### src/rtl/progsub_pkg.sv
package progsub_pkg;
  localparam int NUM_DIGITS = 6;
  localparam int DIGIT_W    = 4;
  localparam int IDX_W      = $clog2(NUM_DIGITS);

  typedef struct packed {
    logic                  loadEn;
    logic                  firstDigit;
    logic [NUM_DIGITS-1:0] slotSel;
  } strobe_t;
endpackage

### src/rtl/ps_ctrl.sv
module ps_ctrl
  import progsub_pkg::*;
#(
  parameter int DIGITS = NUM_DIGITS,
  parameter int IW     = IDX_W
) (
  input  logic          clk,
  input  logic          rstN,
  input  logic          digitValid,
  input  logic [IW-1:0] digitIdx,
  output strobe_t       strobes
);
  always_comb begin
    strobes = '0;
    for (int k = 0; k < DIGITS; k++) begin
      if (digitValid && (digitIdx == IW'(k))) begin
        strobes.slotSel[k] = 1'b1;
      end
    end
    strobes.loadEn     = |strobes.slotSel;
    strobes.firstDigit = strobes.slotSel[0];
  end

  // at most one slot is targeted by any load
  a_r10_one_slot: assert property (@(posedge clk) disable iff (!rstN)
    $onehot0(strobes.slotSel));

  // an index beyond the last digit never produces a load
  a_r9_bad_index: assert property (@(posedge clk) disable iff (!rstN)
    (digitIdx >= IW'(DIGITS)) |-> !strobes.loadEn);
endmodule

### src/rtl/ps_digit_sub.sv
module ps_digit_sub #(
  parameter int W = 4
) (
  input  logic [W-1:0] aVal,
  input  logic [W-1:0] bVal,
  input  logic         brIn,
  input  logic [W:0]   radix,
  output logic [W-1:0] diff,
  output logic         brOut
);
  logic [W+1:0] raw;
  logic [W+1:0] fixed;

  always_comb begin
    raw   = {2'b00, aVal} - {2'b00, bVal} - {{(W+1){1'b0}}, brIn};
    brOut = raw[W+1];
    fixed = brOut ? (raw + {1'b0, radix}) : raw;
    diff  = fixed[W-1:0];
  end
endmodule

### src/rtl/ps_lead_detect.sv
module ps_lead_detect #(
  parameter int DIGITS = 6,
  parameter int W      = 4,
  parameter int LO     = 2
) (
  input  logic              clk,
  input  logic              rstN,
  input  logic [DIGITS*W-1:0] digitsFlat,
  output logic [W-1:0]      leadDigit,
  output logic              leadNone
);
  localparam int SPAN = DIGITS - LO;

  logic [SPAN-1:0] nzVec;

  genvar g;
  generate
    for (g = 0; g < SPAN; g++) begin : g_nz
      assign nzVec[g] = |digitsFlat[(g+LO)*W +: W];
    end
  endgenerate

  always_comb begin
    leadDigit = '0;
    for (int k = 0; k < SPAN; k++) begin
      if (nzVec[k]) leadDigit = digitsFlat[(k+LO)*W +: W];
    end
    leadNone = ~|nzVec;
  end

  // the flag means the upper digits are all zero
  a_r8_none_means_zero: assert property (@(posedge clk) disable iff (!rstN)
    leadNone |-> (digitsFlat[DIGITS*W-1:LO*W] == '0));

  // a reported digit is never zero
  a_r8_digit_nonzero: assert property (@(posedge clk) disable iff (!rstN)
    !leadNone |-> (leadDigit != '0));

  // the top slot wins whenever it is non-zero
  a_r8_top_priority: assert property (@(posedge clk) disable iff (!rstN)
    (digitsFlat[DIGITS*W-1 -: W] != '0) |-> (leadDigit == digitsFlat[DIGITS*W-1 -: W]));
endmodule

### src/rtl/ps_datapath.sv
module ps_datapath
  import progsub_pkg::*;
#(
  parameter int DIGITS    = NUM_DIGITS,
  parameter int W         = DIGIT_W,
  parameter int DEC_RADIX = 10
) (
  input  logic              clk,
  input  logic              rstN,
  input  strobe_t           strobes,
  input  logic [W-1:0]      aNibN,
  input  logic [W-1:0]      bNibN,
  input  logic              borrowIn,
  input  logic [W-1:0]      radixCode,
  output logic [DIGITS*W-1:0] digitsFlat,
  output logic              borrowQ
);
  logic [W-1:0] aVal;
  logic [W-1:0] bVal;
  logic [W:0]   radixM;
  logic [W:0]   radixSel;
  logic         brSel;
  logic [W-1:0] diff;
  logic         brNext;
  logic [W-1:0] digitQ [DIGITS];

  assign aVal     = ~aNibN;
  assign bVal     = ~bNibN;
  assign radixM   = (radixCode == '0) ? (W+1)'(1 << W) : {1'b0, radixCode};
  assign radixSel = strobes.firstDigit ? radixM : (W+1)'(DEC_RADIX);
  assign brSel    = strobes.firstDigit ? borrowIn : borrowQ;

  ps_digit_sub #(.W(W)) sub_i (
    .aVal  (aVal),
    .bVal  (bVal),
    .brIn  (brSel),
    .radix (radixSel),
    .diff  (diff),
    .brOut (brNext)
  );

  always_ff @(posedge clk or negedge rstN) begin
    if (!rstN) begin
      borrowQ <= 1'b0;
    end else if (strobes.loadEn) begin
      borrowQ <= brNext;
    end
  end

  genvar g;
  generate
    for (g = 0; g < DIGITS; g++) begin : g_slot
      always_ff @(posedge clk or negedge rstN) begin
        if (!rstN) begin
          digitQ[g] <= '0;
        end else if (strobes.slotSel[g]) begin
          digitQ[g] <= diff;
        end
      end
      assign digitsFlat[g*W +: W] = digitQ[g];
    end
  endgenerate

  // without a load the stored digits do not move
  a_r9_hold_digits: assert property (@(posedge clk) disable iff (!rstN)
    !strobes.loadEn |=> $stable(digitsFlat));

  // without a load the borrow does not move
  a_r7_hold_borrow: assert property (@(posedge clk) disable iff (!rstN)
    !strobes.loadEn |=> $stable(borrowQ));

  // an in-range lowest digit stays below M after its load
  a_r3_digit0_range: assert property (@(posedge clk) disable iff (!rstN)
    (strobes.firstDigit && ({1'b0, aVal} < radixM) && ({1'b0, bVal} < radixM))
      |=> ({1'b0, digitQ[0]} < $past(radixM)));

  // a decimal slot loaded from decimal digits stays below ten
  a_r4_decimal_range: assert property (@(posedge clk) disable iff (!rstN)
    (strobes.slotSel[1] && (aVal < W'(DEC_RADIX)) && (bVal < W'(DEC_RADIX)))
      |=> (digitQ[1] < W'(DEC_RADIX)));
endmodule

### src/rtl/prog_digit_subtractor.sv
module prog_digit_subtractor
  import progsub_pkg::*;
#(
  parameter int DIGITS    = NUM_DIGITS,
  parameter int W         = DIGIT_W,
  parameter int LEAD_LO   = 2,
  parameter int DEC_RADIX = 10,
  parameter int IW        = IDX_W
) (
  input  logic                clk,
  input  logic                rstN,
  input  logic                digitValid,
  input  logic [IW-1:0]       digitIdx,
  input  logic [W-1:0]        aNibN,
  input  logic [W-1:0]        bNibN,
  input  logic                borrowIn,
  input  logic [W-1:0]        radixCode,
  output logic [DIGITS*W-1:0] resultDigits,
  output logic [W-1:0]        leadDigit,
  output logic                leadNone,
  output logic                borrowOut
);
  strobe_t strobes;

  ps_ctrl #(.DIGITS(DIGITS), .IW(IW)) ctrl_i (
    .clk        (clk),
    .rstN       (rstN),
    .digitValid (digitValid),
    .digitIdx   (digitIdx),
    .strobes    (strobes)
  );

  ps_datapath #(.DIGITS(DIGITS), .W(W), .DEC_RADIX(DEC_RADIX)) dp_i (
    .clk        (clk),
    .rstN       (rstN),
    .strobes    (strobes),
    .aNibN      (aNibN),
    .bNibN      (bNibN),
    .borrowIn   (borrowIn),
    .radixCode  (radixCode),
    .digitsFlat (resultDigits),
    .borrowQ    (borrowOut)
  );

  ps_lead_detect #(.DIGITS(DIGITS), .W(W), .LO(LEAD_LO)) lead_i (
    .clk        (clk),
    .rstN       (rstN),
    .digitsFlat (resultDigits),
    .leadDigit  (leadDigit),
    .leadNone   (leadNone)
  );
endmodule

### config.mk
export PLATFORM = sky130hd
export DESIGN_NAME = prog_digit_subtractor
export DESIGN_NICKNAME = d
export VERILOG_FILES = /design/src/rtl/progsub_pkg.sv /design/src/rtl/ps_ctrl.sv /design/src/rtl/ps_digit_sub.sv /design/src/rtl/ps_lead_detect.sv /design/src/rtl/ps_datapath.sv /design/src/rtl/prog_digit_subtractor.sv
export SDC_FILE = /design/constraint.sdc
export NUM_CORES = 1
export LEC_CHECK = 0
export BUFFER_PORTS_ARGS = -buffer_cell sky130_fd_sc_hd__buf_2
export CORE_MARGIN = 4
export CORE_UTILIZATION = 51
export CTS_BUF_LIST = sky130_fd_sc_hd__clkbuf_16
export DETAILED_ROUTE_END_ITERATION = 8
export PLACE_DENSITY = 0.81
export SLEW_MARGIN = 40
export SYNTH_ARGS = -nofsm -noshare
export SYNTH_HDL_FRONTEND = slang
export SYNTH_HIERARCHICAL = 1
export SYNTH_SLANG_ARGS = --single-unit
### constraint.sdc
create_clock -name clk -period 3.33 [get_ports clk]
set_input_delay 0.1665 -clock clk [delete_from_list [all_inputs] [get_ports clk]]
set_output_delay 0.1665 -clock clk [all_outputs]
set_load 0.02 [all_outputs]
==> flow_summary_export.csv <==
group,metric,value,unit
global_routing,grt_pass1_vias,1385,
die,coreArea,3028,sq um
pwr,power_density,850.1,nW/um^2
hold_path,hold_class,"primary input to flop",
route,dr.pass1.iters,4,
run,cap_viol_max_count,0,
setup_path,crit_type,"primary input to flop",
place,io_buffers,48,
die,start_util,0.5277,
logic_synthesis,netlist_instances,140,
timing,finalHoldViolations,0,
die,io_pins,49,
timing,fin_crit,3.203,ns
hold_path,hold-path-endpoint,"dp_i/borrowQ$_DFFE_PN0P_",
route,vias_per_cell,5.320,
hold_path,hp-start,"digitValid",
clock_tree,cts_sinks,25,
timing,skew,0.004693,ns
timing,setup_viol,0,
timing,drv_slew,0,
pwr,internal_power,0.9647,mW
route,highest_layer,"met4",
global_routing,grt_antenna_before_repair,0,
global_routing,overflow,0,
timing,holdWs,0.4429,ns
route,ant_nets,0,
die,row_count,20,
logic_synthesis,yosysWarningCount,6,
pwr,power_frac_comb,0.506,
finish,areaGrowthSynthToFinish,28.90,%
pwr,seqPwrFrac,0.346,
setup_path,reg2reg_slack,0.19,ns
timing,fin_crit_sh,0.9619,
timing,clock.fmax,0.3122,GHz
global_routing,grt_pass1_wl,6368,um
route,vias,1282,
logic_synthesis,syn-num-nets,170,
finish,nNetsFinal,228,
clock_tree,cts.path.max_buffers,2,
route,wl_met2,1840,um
finish,antennaDiodeCount,0,
global_routing,grt_use_total,0.1942,
route,routed_wl,3670,um
setup_path,endpoint_kind,"flop",
finish,final_layout_size_suffix_gt1_frac,0.3858,
pwr,clockPowerShare,0.147,
setup_path,critPathLaunch,"digitIdx[1]",
timing,rsz0062_at_grt,"false",
setup_path,reg2regPathDepth,11,
clock_tree,clk_latency,0.25,ns
timing,relSlewSlack,0.6423,
timing,worst_pin_slew,0.5365,ns
clock_tree,cts_buffers,3,
die,die_area,4092,sq um
clock_tree,path_clk_slew,0.06,ns
logic_synthesis,avgSynthCellArea,11.41,sq um
setup_path,startpoint_type,"primary input",
pwr,switchingPower,0.7860,mW
setup_path,worstPathRequired,3.46,ns
hold_path,hold_depth,3,
die,die_width,63.97,um
die,die_h,63.97,um
logic_synthesis,netlist_area,1598,sq um
setup_path,r2r_end,"dp_i/digitsFlat[15]$_DFFE_PN0P_",
place,gp_congestion,0.8250,
route,wl_met1,1639,um
place,dp_hpwl,2823,um
pwr,p_leak,1.039,nW
setup_path,r2r_start,"dp_i/borrowQ$_DFFE_PN0P_",
route,wl_met3,143,um
setup_path,arrival,3.34,ns
clock_tree,cts_tree,"done",
timing,tns,0,ns
pwr,p_sw_frac,0.4490,
pwr,vdd_drop_max,0.4901,mV
clock_tree,htree_levels,1,
setup_path,cp_max_fo,6,
clock_tree,root_buffer,"clkbuf_16",
route,drcViolationCount,0,
route,wire_per_inst,15.23,um
route,drt_iter0_drc,39,
status,status,"complete, no violations",
global_routing,grt_start_max_net_pins,26,
how the worst max path moves through the flow:
stage / end / slack [ns] / cells after the start
5_1_grt: dp_i/digitsFlat[23]$_DFFE_PN0P_ / 0.02 / 13
2_1_floorplan: dp_i/digitsFlat[15]$_DFFE_PN0P_ / 0.06 / 13
6_report: dp_i/digitsFlat[15]$_DFFE_PN0P_ / 0.13 / 13
4_1_cts: dp_i/digitsFlat[7]$_DFFE_PN0P_ / 0.06 / 13
3_5_place_dp: dp_i/digitsFlat[19]$_DFFE_PN0P_ / -0.17 / 13
3_3_place_gp: dp_i/digitsFlat[19]$_DFFE_PN0P_ / 0.07 / 13
power groups by stage:
stage | Combinational (mW) | Clock (mW) | Sequential [mW]
4_1_cts | 0.850 | 0.260 | 0.603
6_report | 0.887 | 0.258 | 0.606
5_1_grt | 0.957 | 0.276 | 0.632
3_3_place_gp | 0.813 | 0 | 0.595
2_1_floorplan | 0.360 | 0 | 0.767
3_5_place_dp | 0.840 | 0 | 0.605
cells in the final DEF (no fill, tap or decap), types with 2 or more instances in the layout:
| cell | count |
|---|---|
| dfrtp_1 | 25 |
| inv_1 | 19 |
| a21oi_1 | 5 |
| o21ai_1 | 4 |
| a31oi_1 | 4 |
| nand2b_1 | 2 |
| a21oi_2 | 2 |
| mux2_1 | 27 |
| and4bb_2 | 3 |
| buf_4 | 5 |
| nor4_1 | 2 |
| and3_4 | 2 |
| xnor2_1 | 2 |
| xor2_1 | 2 |
| mux2_4 | 2 |
| buf_2 | 48 |
| fa_1 | 2 |
| a211o_1 | 2 |
| nor2_1 | 5 |
| clkbuf_16 | 3 |
| ha_1 | 9 |
| and2_1 | 2 |
layer usage:
metal,vias up,global-route usage
li1,609,-
met3,6,0.03866
met1,626,0.2540
met4,0,0.05391
met5,-,0
met2,41,0.3252
registers in the layout, indices dropped and copies added (netlist names):
| signal | flops |
|---|---|
| dp_i/digitsFlat | 24 |
| dp_i/borrowQ | 1 |
per-stage QoR:
stage | std cells | setup slack (ns) | util | total power [mW] | area (sq um)
6_report | 241 | 0.1267 | 0.6802 | 1.751 | 2059
5_1_grt | 241 | 0.01766 | 0.6802 | 1.865 | 2059
4_1_cts | 239 | 0.05702 | 0.6628 | 1.713 | 2007
3_5_place_dp | 234 | -0.1710 | 0.6331 | 1.445 | 1917
3_3_place_gp | 234 | 0.07273 | 0.6331 | 1.408 | 1917
2_1_floorplan | 140 | 0.05655 | - | 1.127 | 1607
timing repair:
action,in CTS,in global routing
hold buffers,1,0
endpoints found under the setup margin,0,6
setup buffers,0,2
endpoints found under the hold margin,25,0
gates resized for setup,0,8
worst max-delay path, stage by stage:
cell and delay (ns):
buf_2 0.12, nor4b_4 0.34, mux2_4 0.33, ha_1 0.21, ha_1 0.21, xnor2_2 0.16, ha_1 0.33, or2_4 0.27
and3_4 0.20, nor3_4 0.21, nor3_1 0.08, a211o_1 0.36, mux2_1 0.33
layout make-up:
cell class | instances | area [sq um]
clock inverter | 1 | 5.005
sequential | 25 | 625.6
clock buffer | 3 | 75.07
tap | 44 | 55.05
inverter | 20 | 75.07
timing repair buffer | 54 | 287.8
multi-input combinational | 94 | 935.9
fill | 234 | 968.4
(Power assumes the default switching activity.)
